$ cat config.mk
export PLATFORM = sky130hd
export DESIGN_NAME = pwc_channel
export DESIGN_NICKNAME = d
export VERILOG_FILES = /design/src/rtl/pwc_pkg.sv /design/src/rtl/pwc_sync.sv /design/src/rtl/pwc_edge_seq.sv /design/src/rtl/pwc_regs.sv /design/src/rtl/pwc_channel.sv
export SDC_FILE = /design/constraint.sdc
export NUM_CORES = 1
export LEC_CHECK = 0
export BUFFER_PORTS_ARGS = -buffer_cell sky130_fd_sc_hd__buf_2
export CAP_MARGIN = 25
export CORE_ASPECT_RATIO = 1.2
export CORE_UTILIZATION = 26
export DETAILED_ROUTE_END_ITERATION = 12
export HOLD_SLACK_MARGIN = 0.08
export SETUP_SLACK_MARGIN = 0.4
export SLEW_MARGIN = 10
export SYNTH_ARGS = -nofsm -noshare
export SYNTH_HDL_FRONTEND = slang
export SYNTH_HIERARCHICAL = 1
export SYNTH_SLANG_ARGS = --single-unit
$ cat constraint.sdc
create_clock -name clk -period 4.1 [get_ports clk]
set_input_delay 0.82 -clock clk [delete_from_list [all_inputs] [get_ports clk]]
set_output_delay 0.82 -clock clk [all_outputs]
set_load 0.02 [all_outputs]
$ cat src/rtl/pwc_pkg.sv
package pwc_pkg;
   localparam int unsigned MODE_W = 4;
   localparam logic [MODE_W-1:0] MODE_OFF  = 4'b0000;
   localparam logic [MODE_W-1:0] MODE_MEAS = 4'b0001;

   typedef enum logic {
      SEQ_WAIT_LEAD  = 1'b0,
      SEQ_WAIT_TRAIL = 1'b1
   } seq_e;
endpackage

$ cat src/rtl/pwc_sync.sv
module pwc_sync #(
   parameter int unsigned STAGES = 2
) (
   input  logic clk,
   input  logic rst_n,
   input  logic d_i,
   output logic q_o
);
   logic [STAGES-1:0] stg_q;

   for (genvar s = 0; s < STAGES; s++) begin : g_stage
      if (s == 0) begin : g_first
         always_ff @(posedge clk or negedge rst_n) begin
            if (!rst_n) stg_q[0] <= 1'b0;
            else        stg_q[0] <= d_i;
         end
      end else begin : g_rest
         always_ff @(posedge clk or negedge rst_n) begin
            if (!rst_n) stg_q[s] <= 1'b0;
            else        stg_q[s] <= stg_q[s-1];
         end
      end
   end

   assign q_o = stg_q[STAGES-1];
endmodule

$ cat src/rtl/pwc_edge_seq.sv
module pwc_edge_seq
   import pwc_pkg::*;
(
   input  logic clk,
   input  logic rst_n,
   input  logic lvl_i,
   input  logic pol_i,
   input  logic meas_i,
   output logic lead_o,
   output logic trail_o
);
   logic prev_q;
   logic rise, fall, lead_edge, trail_edge;
   seq_e state_q;

   always_ff @(posedge clk or negedge rst_n) begin
      if (!rst_n) prev_q <= 1'b0;
      else        prev_q <= lvl_i;
   end

   assign rise       = lvl_i & ~prev_q;
   assign fall       = ~lvl_i & prev_q;
   assign lead_edge  = pol_i ? fall : rise;
   assign trail_edge = pol_i ? rise : fall;

   assign lead_o  = meas_i && (state_q == SEQ_WAIT_LEAD)  && lead_edge;
   assign trail_o = meas_i && (state_q == SEQ_WAIT_TRAIL) && trail_edge;

   always_ff @(posedge clk or negedge rst_n) begin
      if (!rst_n)       state_q <= SEQ_WAIT_LEAD;
      else if (!meas_i) state_q <= SEQ_WAIT_LEAD;
      else if (lead_o)  state_q <= SEQ_WAIT_TRAIL;
      else if (trail_o) state_q <= SEQ_WAIT_LEAD;
   end
endmodule

$ cat src/rtl/pwc_regs.sv
module pwc_regs #(
   parameter int unsigned TB_W = 16
) (
   input  logic            clk,
   input  logic            rst_n,
   input  logic [TB_W-1:0] tb_i,
   input  logic            lead_i,
   input  logic            trail_i,
   input  logic            meas_i,
   input  logic            wr_en_i,
   input  logic            wr_sel_i,
   input  logic [TB_W-1:0] wr_data_i,
   input  logic            clr_i,
   output logic [TB_W-1:0] a_o,
   output logic [TB_W-1:0] b2_o,
   output logic            flag_o
);
   logic [TB_W-1:0] a_q, b1_q, b2_q;
   logic            flag_q;
   logic            wr_a, wr_b;

   assign wr_a = wr_en_i & ~wr_sel_i;
   assign wr_b = wr_en_i &  wr_sel_i;

   always_ff @(posedge clk or negedge rst_n) begin
      if (!rst_n) begin
         a_q  <= '0;
         b1_q <= '0;
         b2_q <= '0;
      end else begin
         if (trail_i)   a_q <= tb_i;
         else if (wr_a) a_q <= wr_data_i;

         if (lead_i)    b1_q <= tb_i;
         else if (wr_b) b1_q <= wr_data_i;

         if (trail_i)   b2_q <= b1_q;
         else if (wr_b) b2_q <= wr_data_i;
      end
   end

   always_ff @(posedge clk or negedge rst_n) begin
      if (!rst_n)       flag_q <= 1'b0;
      else if (!meas_i) flag_q <= 1'b0;
      else if (trail_i) flag_q <= 1'b1;
      else if (clr_i)   flag_q <= 1'b0;
   end

   assign a_o    = a_q;
   assign b2_o   = b2_q;
   assign flag_o = flag_q;
endmodule

$ cat src/rtl/pwc_channel.sv
module pwc_channel
   import pwc_pkg::*;
#(
   parameter int unsigned TB_W        = 16,
   parameter int unsigned SYNC_STAGES = 2
) (
   input  logic              clk,
   input  logic              rst_n,
   input  logic [TB_W-1:0]   tb0_i,
   input  logic [TB_W-1:0]   tb1_i,
   input  logic              tb_sel_i,
   input  logic [MODE_W-1:0] mode_i,
   input  logic              pol_i,
   input  logic              pin_i,
   input  logic              wr_en_i,
   input  logic              wr_sel_i,
   input  logic [TB_W-1:0]   wr_data_i,
   input  logic              flag_clr_i,
   input  logic              rd_sel_i,
   output logic [TB_W-1:0]   rd_data_o,
   output logic              pin_lvl_o,
   output logic              flag_o
);
   if (TB_W < 2) begin : g_bad_width
      $error("pwc_channel: TB_W must be at least 2");
   end
   if (SYNC_STAGES < 2) begin : g_bad_sync
      $error("pwc_channel: SYNC_STAGES must be at least 2");
   end

   logic            meas;
   logic            lvl_s;
   logic            lead_s, trail_s;
   logic [TB_W-1:0] tb_s;
   logic [TB_W-1:0] a_q, b2_q;

   assign meas = (mode_i == MODE_MEAS);
   assign tb_s = tb_sel_i ? tb1_i : tb0_i;

   pwc_sync #(.STAGES(SYNC_STAGES)) u_sync (
      .clk   (clk),
      .rst_n (rst_n),
      .d_i   (pin_i),
      .q_o   (lvl_s)
   );

   pwc_edge_seq u_seq (
      .clk     (clk),
      .rst_n   (rst_n),
      .lvl_i   (lvl_s),
      .pol_i   (pol_i),
      .meas_i  (meas),
      .lead_o  (lead_s),
      .trail_o (trail_s)
   );

   pwc_regs #(.TB_W(TB_W)) u_regs (
      .clk       (clk),
      .rst_n     (rst_n),
      .tb_i      (tb_s),
      .lead_i    (lead_s),
      .trail_i   (trail_s),
      .meas_i    (meas),
      .wr_en_i   (wr_en_i),
      .wr_sel_i  (wr_sel_i),
      .wr_data_i (wr_data_i),
      .clr_i     (flag_clr_i),
      .a_o       (a_q),
      .b2_o      (b2_q),
      .flag_o    (flag_o)
   );

   assign rd_data_o = rd_sel_i ? b2_q : a_q;
   assign pin_lvl_o = lvl_s;
endmodule

==> summary.md, run 1 <==
| Metric | Value |
|---|---|
| Most instantiated library cell after synthesis | `dfrtp_1` |
| Post-CTS Resized | `0` |
| Rel. slew slack | `58.84%` |
| Pwr dens | `334.2 nW/um2` |
| Clk root buf | `clkbuf_16` |
| TritonCTS clock tree | `yes` |
| Ant diodes | `0` |
| Lkg Pwr | `1.811 nW` |
| Vias per inst | `4.823` |
| Die footprint | `14420 um2` |
| Synthesis-to-finish area growth | `14.42%` |
| Post-Route Utilization | `30.94%` |
| Vias in the first global route | `2674` |
| Peak supply drop | `0.1994 mV` |
| Rows | `46` |
| CP max FO | `16` |
| Hold WC Path Type | `flip-flop to flip-flop` |
| Post-Syn Area per Cell | `11.02 um2` |
| First-pass DRT Iterations | `4` |
| Die width | `109.8 um` |
| Final WS setup | `1.429 ns` |
| Main area contributors after synthesis | `dfrtp_1, o211ai_2, mux2_4, nand4b_1, nand2b_1` |
| Setup violators final | `0` |
| Global-route wire length before repair | `14.01 mm` |
| Max Cap Violations | `0` |
| Sequential share of the synthesized area | `36.58%` |
| Max clock buf depth | `2` |
| Slew Viols, Final | `0` |
| DRC Markers | `0` |
| Effective utilization at floorplan | `27.04%` |
| Total Neg Setup Slack | `0 ns` |
| Final GP Congestion | `0.6954` |
| Final Cycle Share | `65.15%` |
| Top post-synthesis cells by count | `dfrtp_1, nand2_1, nand2b_1, nand4b_1, o211ai_2` |
| WL per Instance | `15.68 um` |
| RSZ-0062 raised after global routing | `no` |
| Minimum clock period | `2.671 ns` |
| Core area | `13410 um2` |
| Worst slew pin tran | `0.6088 ns` |
| Nets@finish | `446` |
| Die extent in y | `131.4 um` |
| Final hold violation count | `0` |
| Most used DFF post-synth | `dfrtp_1` |
| Total GRT Usage | `12.54%` |
| Share of cells above drive strength 1 | `40.93%` |
| Pre-CTS WS | `1.119 ns` |
| Port Buffers | `78` |
| I/O pin cnt | `79` |
| WP data arrival | `1.85 ns` |
| Final antenna-violating net count | `0` |
| Status | `finished clean` |
| Clock sinks | `53` |
| Ys Warns | `6` |
| Post-synth top area cell | `dfrtp_1` |
| Post-synth EDFFs | `0` |
| Largest net degree at the start of global routing | `74` |
| DRT Wirelength | `8.685 mm` |
| Gr ovfl total | `0` |
| Cts bufs inserted | `5` |
| Cells after Synth | `329` |
| Top cell type's share of synthesized area | `36.58%` |
| Crit Path Class | `input pin to primary output` |
| Total power | `1.386 mW` |
| Fraction of registers with async set/reset | `100.0%` |
| Worst Path Required | `3.28 ns` |
| Crit start category | `input pin` |
| Max Fclk | `374.4 MHz` |
| Setup Fix Bufs, Post-CTS | `0` |
| Hpwl dp | `5.759 mm` |
| Initial antenna violation count | `0` |
| Post-synthesis cell area | `3626 um2` |
| Clk_lat worst skew | `0.29 ns` |
| Hold_buf cts | `0` |
| CTS HTree Levels | `2` |
| DR iter-0 viols | `149` |
| Synth Net Count | `390` |
| Setup Skew | `0.003861 ns` |
| Synth Register Bits | `53` |
| Synth cell types | `31` |
| Fillers | `1382` |
| Clock slew at reported path FFs | `0.07 ns` |
| DR vias | `2672` |
| Crit. End Element | `primary output` |
==> registers in the layout, summed over array words and instances (netlist names) <==
name and flops:
u_regs/a_o 16, u_regs/b1_q 16, u_regs/b2_o 16, u_regs/flag_o 1
u_seq/prev_q 1, u_seq/state_q 1, u_sync/q_o 1, u_sync/stg_q 1
==> logic make-up after synthesis <==
kind of cell / share of synthesized area [%]
simple gates: 25.91
flops: 36.58
compound gates: 15.25
buf+inv: 9.972
mux: 12.28
==> worst max-delay path, cell delays in order <==
cell and delay [ns]:
buf_2 0.45, mux2_2 0.42, buf_2 0.16
==> stage by stage <==
step / std cells / instance area, um2 / hold WS, ns
after floorplan: 329 / 3626 / 0.3312
after global placement: 546 / 3991 / 0.3330
after detailed placement: 546 / 3991 / 0.3442
after CTS: 554 / 4149 / 0.3608
after global routing: 554 / 4149 / 0.3680
final: 554 / 4149 / 0.3543
==> report_power, final <==
group	internal, mW	switching (mW)
combinational	0.149	0.166
clock	0.259	0.191
sequential	0.586	0.0344
==> final cells by class <==
class                   instances  area (um2)  area share [%]
inverters                      16       60.06           1.448
repair buffers                 83       440.4           10.62
flip-flops and latches         53        1326           31.97
clock buffers                   7       152.6           3.679
clock inverters                 1       5.005          0.1206
multi-input cells             226        1954           47.10
well taps                     168       210.2           5.066
==> placed cells by master, fill, tap and decap left out <==
master / instances
inv_1: 16
nand4bb_1: 16
a21oi_4: 1
nand2_1: 51
nor2b_1: 1
mux2i_1: 1
buf_2: 78
buf_4: 4
nor2b_4: 1
dfrtp_1: 53
mux2_2: 12
o311a_1: 1
nand2b_1: 32
o21a_1: 1
and2_4: 1
and2b_1: 2
mux2_4: 20
nor2_1: 1
clkbuf_16: 5
nor4b_1: 1
nand4b_1: 32
and2b_2: 1
clkbuf_8: 2
o311ai_1: 16
clkinv_2: 1
o211ai_2: 30
nand3b_1: 2
buf_12: 1
nor3b_2: 1
o211ai_1: 2
==> layer usage <==
metal  wire length [um]  global-route usage, %  up-vias  share of wire [%]
met5                  0                      0        -                  0
met4                106                  3.630        0                1.2
met3                473                  2.480        5                5.4
met2               4193                  20.35       60                 48
met1               3912                  16.59     1298                 45
li1                   -                      -     1309                  -
==> worst paths after layout <==
check                                startpoint         endpoint  slack (ns)  depth (start not counted)
max in group asynchronous                 rst_n   u_regs/b1_q[5]        2.75                          2
worst min-delay path            u_sync/stg_q[0]       u_sync/q_o        0.35                          0
min in group asynchronous                 rst_n  u_regs/b2_o[13]        0.51                          1
worst max-delay path                   rd_sel_i    rd_data_o[12]        1.43                          3
worst min register to register  u_sync/stg_q[0]       u_sync/q_o        0.35                          0
worst max register to register     u_seq/prev_q    u_regs/a_o[9]        2.16                          5
No activity file was read; power rests on OpenSTA's default activity.
==> inputs of run 2 (changes only) <==
Clock period 4.1 ns to 2.6 ns, I/O delays scaled along.
==> run 2 against run 1 <==
Die area did not move. Wire length fell by 2.9%. Largest cell class unchanged. Power rose by 54%. Sequential share of layout area fell by 0.12 points.
==> summary.md, run 2 (synthesis results as in run 1) <==
| Metric | Value |
|---|---|
| Status | `finished clean` |
| Final WS setup | `0.5385 ns (-0.8904 ns)` |
| First-pass DRT Iterations | `4 (unchanged)` |
| Synthesis-to-finish area growth | `14.84%` |
| Peak supply drop | `0.2704 mV (+36%)` |
| Worst min-delay path startpoint | `pin_i` |
| Port Buffers | `78 (unchanged)` |
| Most common cell after layout, fill and taps aside | `buf_2` |
| Crit start category | `input pin` |
| Slew Viols, Final | `0 (unchanged)` |
| Clock share of power | `31.0% (-1.5 points)` |
| Max Fclk | `485.1 MHz` |
| Post-CTS Resized | `0 (unchanged)` |
| Gr ovfl total | `0 (unchanged)` |
| Switch Pwr | `0.5927 mW (+51%)` |
| Max Cap Violations | `0 (unchanged)` |
| Die extent in y | `131.4 um (unchanged)` |
| Clk root buf | `clkbuf_16` |
| Core area | `13410 um2 (unchanged)` |
| Multi-input logic area | `1954 um2 (unchanged)` |
| Cts bufs inserted | `5 (unchanged)` |
| Largest net degree at the start of global routing | `56 (-24%)` |
| Hpwl dp | `5.625 mm (-2.3%)` |
| Final antenna-violating net count | `0 (unchanged)` |
| Die footprint | `14420 um2 (unchanged)` |
| Clock sinks | `53 (unchanged)` |
| Hold_buf cts | `0 (unchanged)` |
| Final Cycle Share | `79.29%` |
| Pwr dens | `512.1 nW/um2 (+53%)` |
| Total GRT Usage | `12.23% (-0.31 points)` |
| Pint | `1.540 mW (+55%)` |
| CTS HTree Levels | `2 (unchanged)` |
| Final GP Congestion | `0.7275 (+4.6%)` |
| Switching share of power | `27.79% (-0.46 points)` |
| DR iter-0 viols | `92 (-38%)` |
| WP data arrival | `1.54 ns (-0.31 ns)` |
| Vias in the first global route | `2638 (-1.3%)` |
| Combinational power share | `23.1% (+0.3 points)` |
| Total Neg Setup Slack | `0 ns (unchanged)` |
| WL per Instance | `15.17 um (-3.2%)` |
| Setup Fix Bufs, Post-CTS | `0 (unchanged)` |
| Setup Skew | `0.002839 ns (-0.001022 ns)` |
| Clk_lat worst skew | `0.29 ns (about the same)` |
| Rel. slew slack | `53.15% (-5.7 points)` |
| Commonest non-fill, non-tap cells in the layout | `buf_2, dfrtp_1, nand2_1` |
| DRT Wirelength | `8.434 mm (-2.9%)` |
| I/O pin cnt | `79 (unchanged)` |
| Global-route wire length before repair | `13.59 mm (-3.0%)` |
| Register area | `1326 um2 (unchanged)` |
| Clock slew at reported path FFs | `0.06 ns (about the same)` |
| TritonCTS clock tree | `yes` |
| Initial antenna violation count | `1 (+1)` |
| Vias per inst | `4.836 (+0.27%)` |
| CP max FO | `16 (unchanged)` |
| FF-to-FF Start | `u_sync/q_o` |
| Lkg Pwr | `1.815 nW (+0.20%)` |
| Crit Path Class | `input pin to primary output` |
| Worst slew pin tran | `0.7028 ns (+0.09399 ns)` |
| Fillers | `1389 (+0.51%)` |
| DRC Markers | `0 (unchanged)` |
| Post-Route Utilization | `31.05% (+0.11 points)` |
| Hold WC Path Type | `input pin to flip-flop` |
| Die width | `109.8 um (unchanged)` |
| RSZ-0062 raised after global routing | `no` |
| Nets@finish | `448 (+0.45%)` |
| Minimum clock period | `2.061 ns` |
| Flop pwr share | `45.9% (+1.1 points)` |
| Setup violators final | `0 (unchanged)` |
| Share of cells above drive strength 1 | `40.83% (-0.11 points)` |
| Effective utilization at floorplan | `27.04% (unchanged)` |
| DR vias | `2689 (+0.64%)` |
| Reg2reg setup slack | `0.95 ns (-1.21 ns)` |
| Worst Path Required | `2.08 ns (-1.20 ns)` |
| Max clock buf depth | `2 (unchanged)` |
| Final hold violation count | `0 (unchanged)` |
| Rows | `46 (unchanged)` |
| Critical path origin | `rd_sel_i` |
| Crit. End Element | `primary output` |
| Pre-CTS WS | `0.5017 ns (-0.6169 ns)` |
[run 2: changes by cell type in the layout (fill, tap and decap cells not counted)]
cell,previous run,this run
buf_12,1,2
diode_2,0,1
buf_4,4,5
clkinv_2,1,0
clkbuf_1,0,1
clkbuf_8,2,1
[run 2: routing by layer]
metal | up-vias | part of all wire, % | global-route usage [%] | routed length (um)
li1 | 1310 | - | - | -
met1 | 1314 | 45 | 15.45 | 3766
met2 | 56 | 48 | 20.45 | 4071
met3 | 9 | 4.9 | 1.935 | 416
met4 | 0 | 2.1 | 4.741 | 180
met5 | - | 0 | 0 | 0
[run 2: cell type report]
class,count,share of cell area (%)
clock buffer,7,3.425
multi-input combinational,226,46.94
antenna,1,0.06010
timing repair buffer,85,11.24
tap,168,5.048
sequential,53,31.85
inverter,16,1.442
[run 2: critical path: stages]
cell    delay, ns
buf_2        0.44
mux2_2       0.41
buf_2        0.16
[run 2: power groups by stage]
stage	clock network, mW	logic (mW)	registers, mW
finish	0.661	0.493	0.978
global route	0.727	0.545	0.992
CTS	0.696	0.504	0.980
detailed placement	0	0.503	0.995
global placement	0	0.492	0.992
floorplan	0	0.372	0.981
[run 2: stage by stage]
step	instances	total power [mW]	instance area, um2	hold WS, ns
6_report	556	2.133	4164	0.3322
5_1_grt	556	2.264	4164	0.3299
4_1_cts	555	2.180	4161	0.3241
3_5_place_dp	548	1.498	4019	0.3378
3_3_place_gp	548	1.484	4019	0.3372
2_1_floorplan	329	1.352	3626	0.2244
[run 2: path summary, 6_finish.rpt]
path                                        end  depth (start not counted)
worst min register to register       u_sync/q_o                          0
worst max-delay path              rd_data_o[10]                          3
worst max register to register   u_regs/b1_q[8]                          6
max in group asynchronous         u_regs/a_o[7]                          2
worst min-delay path            u_sync/stg_q[0]                          1
min in group asynchronous        u_regs/a_o[13]                          2
==> inputs of run 3 (changes only) <==
Clock period 2.6 ns to 1.7 ns, I/O delays scaled along.
==> run 3 against run 2 <==
Combinational power is 100% higher. Flip-flop and latch count stayed put. Sequential share of layout area is 5.8 points lower. Largest cell class unchanged.
==> summary.md, run 3 (synthesis results as in run 1) <==
| Metric | Value |
|---|---|
| Final Cycle Share | `97.69%` |
| Max clock buf depth | `2 (unchanged)` |
| Setup Skew | `0.004098 ns (+0.001260 ns)` |
| Max stage delay on crit path | `0.43 ns (about the same)` |
| Nets@finish | `494 (+10%)` |
| Cell count of the worst reg-to-reg path | `8 (+2)` |
| Final instance area | `5095 um2 (+22%)` |
| TritonCTS clock tree | `yes` |
| Clk_lat worst skew | `0.29 ns (about the same)` |
| Final hold violation count | `0 (unchanged)` |
| Clock slew at reported path FFs | `0.07 ns (about the same)` |
| Final WS setup | `0.03927 ns (-0.4992 ns)` |
| Rows | `46 (unchanged)` |
| WL per Instance | `18.78 um (+24%)` |
| Hold Path Stages | `1 (unchanged)` |
| RSZ-0062 raised after global routing | `yes` |
| First-pass DRT Iterations | `4 (unchanged)` |
| Port Buffers | `78 (unchanged)` |
| Vias in the first global route | `2899 (+9.9%)` |
| I/O pin cnt | `79 (unchanged)` |
| Synthesis-to-finish area growth | `40.51%` |
| Die footprint | `14420 um2 (unchanged)` |
| DR iter-0 viols | `136 (+48%)` |
| Final GP Congestion | `0.7054 (-3.0%)` |
| Reg2reg setup slack | `0.04 ns (-0.91 ns)` |
| Die extent in y | `131.4 um (unchanged)` |
| DRT Wirelength | `11.33 mm (+34%)` |
| Vias per inst | `5.056 (+4.6%)` |
| Setup violators final | `0 (unchanged)` |
| Most frequent CP cell | `buf_6` |
| Clk root buf | `clkbuf_16` |
| Met1 Track Usage GR | `18.16% (+2.7 points)` |
| Die width | `109.8 um (unchanged)` |
| CP Cell Sequence | `buf_6 > nor2_4 > nand2_2 > a21oi_4 > buf_6 > clkbuf_16 > nand4bb_1 > o311ai_2` |
| DR vias | `3049 (+13%)` |
| DRC Markers | `0 (unchanged)` |
| Effective utilization at floorplan | `27.04% (unchanged)` |
| Lkg Pwr | `2.221 nW (+22%)` |
| Crit Path Class | `flip-flop to flip-flop` |
| Status | `finished clean` |
| Crit. End Element | `flip-flop` |
| Worst path slowest cell | `dfrtp_2` |
| Most common cell after layout, fill and taps aside | `buf_2` |
| Commonest non-fill, non-tap cells in the layout | `buf_2, dfrtp_1, nand2_1` |
| Cts bufs inserted | `5 (unchanged)` |
| Gr ovfl total | `0 (unchanged)` |
| DP Area | `4197 um2 (+4.4%)` |
| Met3 Use GR | `1.935% (unchanged)` |
| Global-route wire length before repair | `15.73 mm (+16%)` |
| Slew Viols, Final | `0 (unchanged)` |
| Met2 Use GR | `23.78% (+3.3 points)` |
| CTS HTree Levels | `2 (unchanged)` |
| Crit start category | `flip-flop` |
| Initial antenna violation count | `1 (unchanged)` |
| Core area | `13410 um2 (unchanged)` |
| Largest net degree at the start of global routing | `49 (-13%)` |
| Pre-CTS WS | `-0.08391 ns (-0.5856 ns)` |
| WP data arrival | `1.82 ns (+0.28 ns)` |
| Total GRT Usage | `14.11% (+1.9 points)` |
| Minimum clock period | `1.661 ns` |
| CP max FO | `6 (-10)` |
| Final antenna-violating net count | `0 (unchanged)` |
| Worst slew pin tran | `0.6203 ns (-0.08245 ns)` |
| Peak supply drop | `0.4071 mV (+51%)` |
| Worst Path Required | `1.86 ns (-0.22 ns)` |
| Pwr dens | `697.6 nW/um2 (+36%)` |
| Share of cells above drive strength 1 | `53.23% (+12 points)` |
| Clock sinks | `53 (unchanged)` |
| Hold WC Path Type | `input pin to flip-flop` |
| Rel. slew slack | `58.56% (+5.4 points)` |
| Max Cap Violations | `0 (unchanged)` |
| Gr busiest metal | `met2` |
| Hpwl dp | `6.126 mm (+8.9%)` |
| Max Fclk | `602.1 MHz` |
## run 3: cell count changes in the layout (fill, tap and decap cells not counted), moves of 12 or more
| cell | previous run | this run |
|---|---|---|
| nand2_1 | 51 | 39 |
| buf_6 | 0 | 27 |
| buf_2 | 78 | 61 |
| buf_4 | 5 | 24 |
| nand2_2 | 0 | 12 |
## run 3: final timing paths
| path | startpoint | end |
|---|---|---|
| max | u_sync/q_o | u_regs/a_o[10] |
| max reg2reg | u_sync/q_o | u_regs/a_o[10] |
| min reg2reg | u_sync/stg_q[0] | u_sync/q_o |
| min | pin_i | u_sync/stg_q[0] |
| min in group asynchronous | rst_n | u_sync/stg_q[0] |
| max in group asynchronous | rst_n | u_regs/b1_q[7] |
## run 3: stage by stage
step	TNS, ns	total power [mW]	utilization, %	cells	hold WS [ns]
floorplan	0	2.076	-	329	0.04441
global placement	-0.5455	2.307	31.29	559	0.1629
detailed placement	-1.273	2.331	31.29	559	0.1614
CTS	0	3.494	34.93	582	0.1434
global route	-0.2899	3.721	37.99	603	0.1459
finish	0	3.554	37.99	603	0.1488
## run 3: worst max-delay path: cells and delay by family (launching register included)
family	cells	cell delay (ns)
and+or+nand+nor	3	0.30
AOI/OAI and AO/OA	2	0.32
DFF	1	0.43
buffers and inverters	3	0.46
## run 3: layout make-up
cell class,count,area [um2]
fillers,1313,8315
multi-input cells,226,2130
flip-flops and latches,53,1328
repair buffers,131,1225
well taps,168,210.2
clock buffers,7,132.6
inverters,16,60.06
clock inverters,1,7.507
diodes,1,2.502
## run 3: metal layers
layer,up-vias,share of wire (%)
met5,-,0
met4,0,1.5
met3,12,5.1
met2,106,51
met1,1518,42
li1,1413,-
## run 3: what timing repair did
item / CTS / global route
endpoints found under the hold margin: 2 / 0
setup endpoints to repair: 65 / 65
gates cloned: 4 / 10
resized for setup: 47 / 22
setup buffers: 10 / 10
pin swaps: 1 / 19
hold buffers: 1 / 0
## run 3: power breakdown
group / total, mW / leakage (nW) / switching [mW] / internal [mW]
clock: 1.02 / 0.0641 / 0.472 / 0.549
combinational: 1.01 / 1.50 / 0.464 / 0.549
sequential: 1.52 / 0.654 / 0.105 / 1.41
